`config.mk`:
```
export PLATFORM = sky130hd
export DESIGN_NAME = dual_host_irq_bank
export DESIGN_NICKNAME = d
export VERILOG_FILES = /design/src/rtl/irq_bank_pkg.sv /design/src/rtl/irq_edge_detect.sv /design/src/rtl/irq_host_bank.sv /design/src/rtl/dual_host_irq_bank.sv
export SDC_FILE = /design/constraint.sdc
export NUM_CORES = 1
export LEC_CHECK = 0
export BUFFER_PORTS_ARGS = -buffer_cell sky130_fd_sc_hd__buf_2
export CORE_ASPECT_RATIO = 0.6
export CORE_UTILIZATION = 55
export CTS_CLUSTER_SIZE = 14
export DETAILED_ROUTE_END_ITERATION = 10
export GPL_TIMING_DRIVEN = 0
export PLACE_DENSITY = 0.73
export SETUP_SLACK_MARGIN = 0.5
export SLEW_MARGIN = 20
export SYNTH_ARGS = -nofsm -noshare
export SYNTH_HDL_FRONTEND = slang
export SYNTH_SLANG_ARGS = --single-unit
```
`constraint.sdc`:
```
create_clock -name clk -period 2.25 [get_ports clk]
set_input_delay 0.1125 -clock clk [delete_from_list [all_inputs] [get_ports clk]]
set_output_delay 0.1125 -clock clk [all_outputs]
set_load 0.01 [all_outputs]
```
`src/rtl/irq_bank_pkg.sv`:
```
package irq_bank_pkg;
  localparam int ADDR_W = 5;
  typedef logic [ADDR_W-1:0] reg_addr_t;

  localparam reg_addr_t ADR_ST0  = 5'h00;
  localparam reg_addr_t ADR_MK0  = 5'h04;
  localparam reg_addr_t ADR_ST1  = 5'h08;
  localparam reg_addr_t ADR_MK1  = 5'h0C;
  localparam reg_addr_t ADR_EDGE = 5'h10;
  localparam reg_addr_t ADR_CTRL = 5'h16;
  localparam reg_addr_t ADR_TSET = 5'h18;

  function automatic int stat_bytes(input int n);
    return (n + 7) / 8;
  endfunction

  function automatic int edge_bytes(input int n);
    return (2 * n + 7) / 8;
  endfunction
endpackage

```
`src/rtl/irq_edge_detect.sv`:
```
module irq_edge_detect #(
  parameter int N = 18
) (
  input  logic         clk,
  input  logic         rst,
  input  logic [N-1:0] src_in,
  input  logic [N-1:0] rise_en,
  input  logic [N-1:0] fall_en,
  output logic [N-1:0] evt
);
  logic [N-1:0] meta_q, sync_q, prev_q;

  always_ff @(posedge clk) begin
    if (rst) begin
      meta_q <= '0;
      sync_q <= '0;
      prev_q <= '0;
    end else begin
      meta_q <= src_in;
      sync_q <= meta_q;
      prev_q <= sync_q;
    end
  end

  genvar i;
  generate
    for (i = 0; i < N; i++) begin : g_det
      assign evt[i] = (sync_q[i] & ~prev_q[i] & rise_en[i]) |
                      (~sync_q[i] & prev_q[i] & fall_en[i]);
    end
  endgenerate
endmodule

```
`src/rtl/irq_host_bank.sv`:
```
module irq_host_bank #(
  parameter int N  = 18,
  parameter int SB = 3
) (
  input  logic          clk,
  input  logic          rst,
  input  logic [N-1:0]  evt,
  input  logic [N-1:0]  clr,
  input  logic [SB-1:0] mask_we,
  input  logic [7:0]    wdata,
  output logic [N-1:0]  status,
  output logic [N-1:0]  mask,
  output logic          irq_n
);
  logic [N-1:0] st_q, pend_q, mask_q;
  logic [N-1:0] clr_eff, st_next, pend_next, mask_next;

  always_comb begin
    clr_eff   = clr & st_q;
    st_next   = (st_q & ~clr_eff) | evt | (clr_eff & pend_q);
    pend_next = (clr_eff & pend_q & evt) | (~clr_eff & (pend_q | (evt & st_q)));
    for (int i = 0; i < N; i++)
      mask_next[i] = mask_we[i/8] ? wdata[i%8] : mask_q[i];
  end

  always_ff @(posedge clk) begin
    if (rst) begin
      st_q   <= '0;
      pend_q <= '0;
      mask_q <= '1;
      irq_n  <= 1'b1;
    end else begin
      st_q   <= st_next;
      pend_q <= pend_next;
      mask_q <= mask_next;
      irq_n  <= ~|(st_q & ~mask_q);
    end
  end

  assign status = st_q;
  assign mask   = mask_q;
endmodule

```
`src/rtl/dual_host_irq_bank.sv`:
```
module dual_host_irq_bank
  import irq_bank_pkg::*;
#(
  parameter int NUM_SRC = 18
) (
  input  logic               clk,
  input  logic               rst,
  input  logic [NUM_SRC-1:0] src_in,
  input  logic [4:0]         bus_addr,
  input  logic               bus_rd,
  input  logic               bus_wr,
  input  logic [7:0]         bus_wdata,
  output logic [7:0]         bus_rdata,
  output logic [1:0]         irq_n
);
  localparam int SB = stat_bytes(NUM_SRC);
  localparam int EB = edge_bytes(NUM_SRC);
  localparam int SW = SB * 8;
  localparam int EW = EB * 8;
  localparam int CW = 2 * NUM_SRC;

  function automatic logic hit(input reg_addr_t base, input int idx, input reg_addr_t a);
    return a == (base + reg_addr_t'(idx));
  endfunction

  // shared edge-select and control
  logic [CW-1:0]      edge_q;
  logic               cor_q;
  logic [NUM_SRC-1:0] rise_en, fall_en, evt_src, tst_set, evt_all;

  always_ff @(posedge clk) begin
    if (rst) begin
      edge_q <= '0;
      cor_q  <= 1'b0;
    end else if (bus_wr) begin
      for (int k = 0; k < CW; k++)
        if (hit(ADR_EDGE, k / 8, bus_addr)) edge_q[k] <= bus_wdata[k%8];
      if (bus_addr == ADR_CTRL) cor_q <= bus_wdata[0];
    end
  end

  genvar i, h;
  generate
    for (i = 0; i < NUM_SRC; i++) begin : g_cfg
      assign rise_en[i] = edge_q[2*i+1];
      assign fall_en[i] = edge_q[2*i];
    end
  endgenerate

  irq_edge_detect #(.N(NUM_SRC)) u_det (
    .clk(clk), .rst(rst), .src_in(src_in),
    .rise_en(rise_en), .fall_en(fall_en), .evt(evt_src)
  );

  always_comb begin
    for (int k = 0; k < NUM_SRC; k++)
      tst_set[k] = bus_wr && hit(ADR_TSET, k / 8, bus_addr) && bus_wdata[k%8];
  end

  assign evt_all = evt_src | tst_set;

  // per-host status and mask copies
  logic [NUM_SRC-1:0] st_q [2];
  logic [NUM_SRC-1:0] mk_q [2];

  generate
    for (h = 0; h < 2; h++) begin : g_host
      localparam reg_addr_t ST_BASE = (h == 0) ? ADR_ST0 : ADR_ST1;
      localparam reg_addr_t MK_BASE = (h == 0) ? ADR_MK0 : ADR_MK1;
      logic [NUM_SRC-1:0] clr;
      logic [SB-1:0]      mask_we;

      always_comb begin
        for (int k = 0; k < NUM_SRC; k++) begin
          if (hit(ST_BASE, k / 8, bus_addr))
            clr[k] = cor_q ? bus_rd : (bus_wr & bus_wdata[k%8]);
          else
            clr[k] = 1'b0;
        end
        for (int b = 0; b < SB; b++)
          mask_we[b] = bus_wr && hit(MK_BASE, b, bus_addr);
      end

      irq_host_bank #(.N(NUM_SRC), .SB(SB)) u_bank (
        .clk(clk), .rst(rst), .evt(evt_all), .clr(clr),
        .mask_we(mask_we), .wdata(bus_wdata),
        .status(st_q[h]), .mask(mk_q[h]), .irq_n(irq_n[h])
      );
    end
  endgenerate

  // registered read path
  logic [SW-1:0] st_pad0, st_pad1, mk_pad0, mk_pad1;
  logic [EW-1:0] edge_pad;
  logic [7:0]    rd_mux;

  assign st_pad0  = SW'(st_q[0]);
  assign st_pad1  = SW'(st_q[1]);
  assign mk_pad0  = SW'(mk_q[0]);
  assign mk_pad1  = SW'(mk_q[1]);
  assign edge_pad = EW'(edge_q);

  always_comb begin
    rd_mux = 8'h00;
    for (int b = 0; b < SB; b++) begin
      if (hit(ADR_ST0, b, bus_addr)) rd_mux = st_pad0[b*8 +: 8];
      if (hit(ADR_MK0, b, bus_addr)) rd_mux = mk_pad0[b*8 +: 8];
      if (hit(ADR_ST1, b, bus_addr)) rd_mux = st_pad1[b*8 +: 8];
      if (hit(ADR_MK1, b, bus_addr)) rd_mux = mk_pad1[b*8 +: 8];
    end
    for (int b = 0; b < EB; b++)
      if (hit(ADR_EDGE, b, bus_addr)) rd_mux = edge_pad[b*8 +: 8];
    if (bus_addr == ADR_CTRL) rd_mux = {7'b0, cor_q};
  end

  always_ff @(posedge clk) begin
    if (rst)         bus_rdata <= 8'h00;
    else if (bus_rd) bus_rdata <= rd_mux;
  end
endmodule

```
==> impl_metrics.csv <==
group,metric,value,unit
timing,fin_crit,1860,ps
global_routing,track_usage,40.0,%
global_routing,grt_overflow_total,0,
timing,drv_slew,0,
critical_path,cp.required,2680,ps
layout,drive_gt1_share,13.4,%
floorplan,ios,45,
status,outcome,"complete, no violations",
placed_design,routabilityCongestion,1.05,
drt,routedWlPerCell,24.5,um
placed_design,dpl.hpwl,26800,um
clocking,root_buffer,"clkbuf_16",
power,power_density,734,mW/mm^2
layout,final_util,67.6,%
timing,tns,0,ps
floorplan,start_util,57.6,%
drt,drtIter0Drc,1316,
power,power.static_leakage,4.40,nW
logic_synthesis,ys_types,69,
clocking,path_clk_slew,70,ps
layout,syn2layout_area_growth,17.4,%
clocking,clockBufferDepth,3,
global_routing,busiest_layer,"met1",
floorplan,die_w,172,um
critical_path,slowest_delay,720,ps
floorplan,coreArea,0.0166,mm^2
clocking,h-tree-depth,1,
job,cap_violations,0,
timing,hold_ws,88.4,ps
drt,totalWireLength,36300,um
timing,slew_headroom,36.3,%
floorplan,die_area,0.0179,mm^2
floorplan,rows,36,
drt,viasPerCell,6.40,
clocking,cts_tree,"done",
global_routing,grt_pass1_vias,8356,
logic_synthesis,yosys.area.top_type_share,43.8,%
logic_synthesis,synth_area_leader_cell,"dfxtp_1",
logic_synthesis,synth_ff_type,"dfxtp_1",
placed_design,dpl_cell_area,0.0100,mm^2
layout,num-nets-final,1277,
critical_path,worstPathArrival,2290,ps
layout,final_common_cell,"dfxtp_1",
timing,final-setup-viol-count,0,
timing,finalCritPeriodShare,82.6,%
global_routing,grt_util_met3,14.6,%
clocking,worstSkewPairLatency,520,ps
hold_path,hp-class,"input pin to register",
global_routing,antenna_found_initial,1,
logic_synthesis,synth_edf_count,0,
timing,worst_pin_slew,955,ps
logic_synthesis,synthArstFlopShare,0,%
logic_synthesis,ys_ff_latch,209,
critical_path,crit_type,"input pin to register",
drt,drc,0,
logic_synthesis,syn_nets,1182,
global_routing,grt_max_degree,15,
critical_path,crit_path_cell_trace,"buf_2 -> buf_6 -> and4b_1 -> nand2_1 -> o221ai_1 -> a21o_1 -> o21ai_0 -> a21oi_1",
logic_synthesis,ys_seq_area_share,43.8,%
drt,dr_total_vias,9490,
timing,finClkSkew,25.6,ps
global_routing,gr-usage-met2,52.5,%
placed_design,numPortBuffers,38,
timing,grt_setup_unrepaired,"true",
power,ir_drop,0.748,mV
power,finalPower,8.22,mW
global_routing,grt_pass1_wl,52400,um
logic_synthesis,synthCells,1147,
critical_path,crit_path_end_kind,"register",
drt,ant_nets,0,
logic_synthesis,synthesis.area,0.00955,mm^2
critical_path,cp_slowest_cell,"o221ai_1",
drt,first_pass_iters,5,
logic_synthesis,synth.area.top_cells,"dfxtp_1 (44%), a21oi_1 (6.3%), o21ai_0 (5.0%), nor2b_1 (4.2%), nand2_1 (4.2%)",
layout,design_area,0.0112,mm^2
clocking,numCtsBuffers,21,
timing,fmax,0.538,GHz
logic_synthesis,syn_avg_cell_area,8.32,um^2
clocking,cts_num_sinks,209,
layout,n_fill_cell,1406,
global_routing,global_route.usage.met1,61.1,%
logic_synthesis,yosys_warnings,0,
critical_path,worstPathMaxFanout,10,
critical_path,crit_path_start_kind,"input pin",
layout,mostFrequentLayoutCells,"dfxtp_1 (200), a21oi_1 (110), nand2_1 (106), nor2_1 (98), o21ai_0 (93)",
floorplan,dieHeight,104,um
timing,hold_violations,0,
## final timing paths
kind	from	end	slack [ps]	depth (start not counted)
max reg2reg	g_host[0].u_bank.status[0]	bus_rdata[0]	490	5
min	bus_rd	bus_rdata[4]	90	5
max	bus_addr[2]	g_host[0].u_bank.pend_q[9]	390	8
min reg2reg	u_det.meta_q[13]	u_det.sync_q[13]	420	1
## power breakdown
part           total [mW]  internal, mW  switching (mW)
clock network        3.71          2.16            1.55
logic               0.695         0.226           0.469
registers            3.82          3.77          0.0504
total                8.22          6.15            2.07
## metal layers
layer  wire (um)  vias to the layer above
met3        5750                       64
li1            -                     4254
met1       15900                     4498
met2       13800                      674
met5           0                        -
met4         792                        0
## stage by stage
stage,instances,setup slack (ps)
3_3_place_gp,1413,-131
3_5_place_dp,1413,-192
4_1_cts,1474,493
6_report,1483,392
2_1_floorplan,1147,663
5_1_grt,1482,374
## cells by family after synthesis
group	share of synthesized area [%]
buffers and inverters	5.62
AOI/OAI and AO/OA	24.5
muxes	4.56
and+or+nand+nor	21.5
DFF	43.8
## cell type report
class / count / area, um^2 / area share (%)
multi-input combinational: 818 / 4950 / 44.2
sequential: 209 / 4200 / 37.5
clock buffer: 26 / 574 / 5.12
timing repair buffer: 72 / 495 / 4.42
buffer: 68 / 373 / 3.33
tap: 228 / 285 / 2.54
inverter: 52 / 195 / 1.74
clock inverter: 9 / 131 / 1.17
antenna: 1 / 2.50 / 0.0223
## critical path, delay by kind of cell
kind	cells	cell delay (ps)
buffers and inverters	2	280
AOI/OAI and AO/OA	4	1110
and+or+nand+nor	2	770
## Yosys cell counts, types with 4 or more instances
| cell | instances |
|---|---|
| or3_1 | 20 |
| nand3_1 | 19 |
| a221oi_1 | 5 |
| a21o_1 | 21 |
| o221ai_1 | 11 |
| a221o_1 | 5 |
| nor3_1 | 5 |
| and2_1 | 5 |
| a21oi_1 | 120 |
| buf_6 | 7 |
| mux2i_1 | 39 |
| or4_1 | 4 |
| nor2_1 | 98 |
| a2bb2oi_1 | 4 |
| clkbuf_1 | 44 |
| inv_1 | 50 |
| and2b_1 | 4 |
| o31ai_1 | 9 |
| and3_1 | 7 |
| buf_4 | 6 |
| nand2b_1 | 23 |
| nand3b_1 | 19 |
| o22ai_1 | 24 |
| buf_2 | 9 |
| o211ai_1 | 33 |
| nand2_1 | 106 |
| nor2b_1 | 64 |
| o21ai_0 | 96 |
| a22oi_1 | 7 |
| o21a_1 | 8 |
| dfxtp_1 | 209 |
## repair_timing
item                                    CTS  global route
cloned                                    1             0
endpoints found under the setup margin   59            66
pin swaps                                 3             3
hold endpoints to repair                 27             0
hold buffers                             21             0
gates resized for setup                  23            40
buffers inserted                          4             8
## flip-flops by register name (all words and copies together), names as in the netlist
name                  cells
g_host.u_bank.status     36
g_host.u_bank.pend_q     36
g_host.u_bank.mask       36
bus_rdata                 8
u_det.prev_q             18
edge_q                   36
cor_q                     1
u_det.meta_q             18
u_det.sync_q             18
g_host.u_bank.irq_n       2
(Power assumes the default switching activity.)
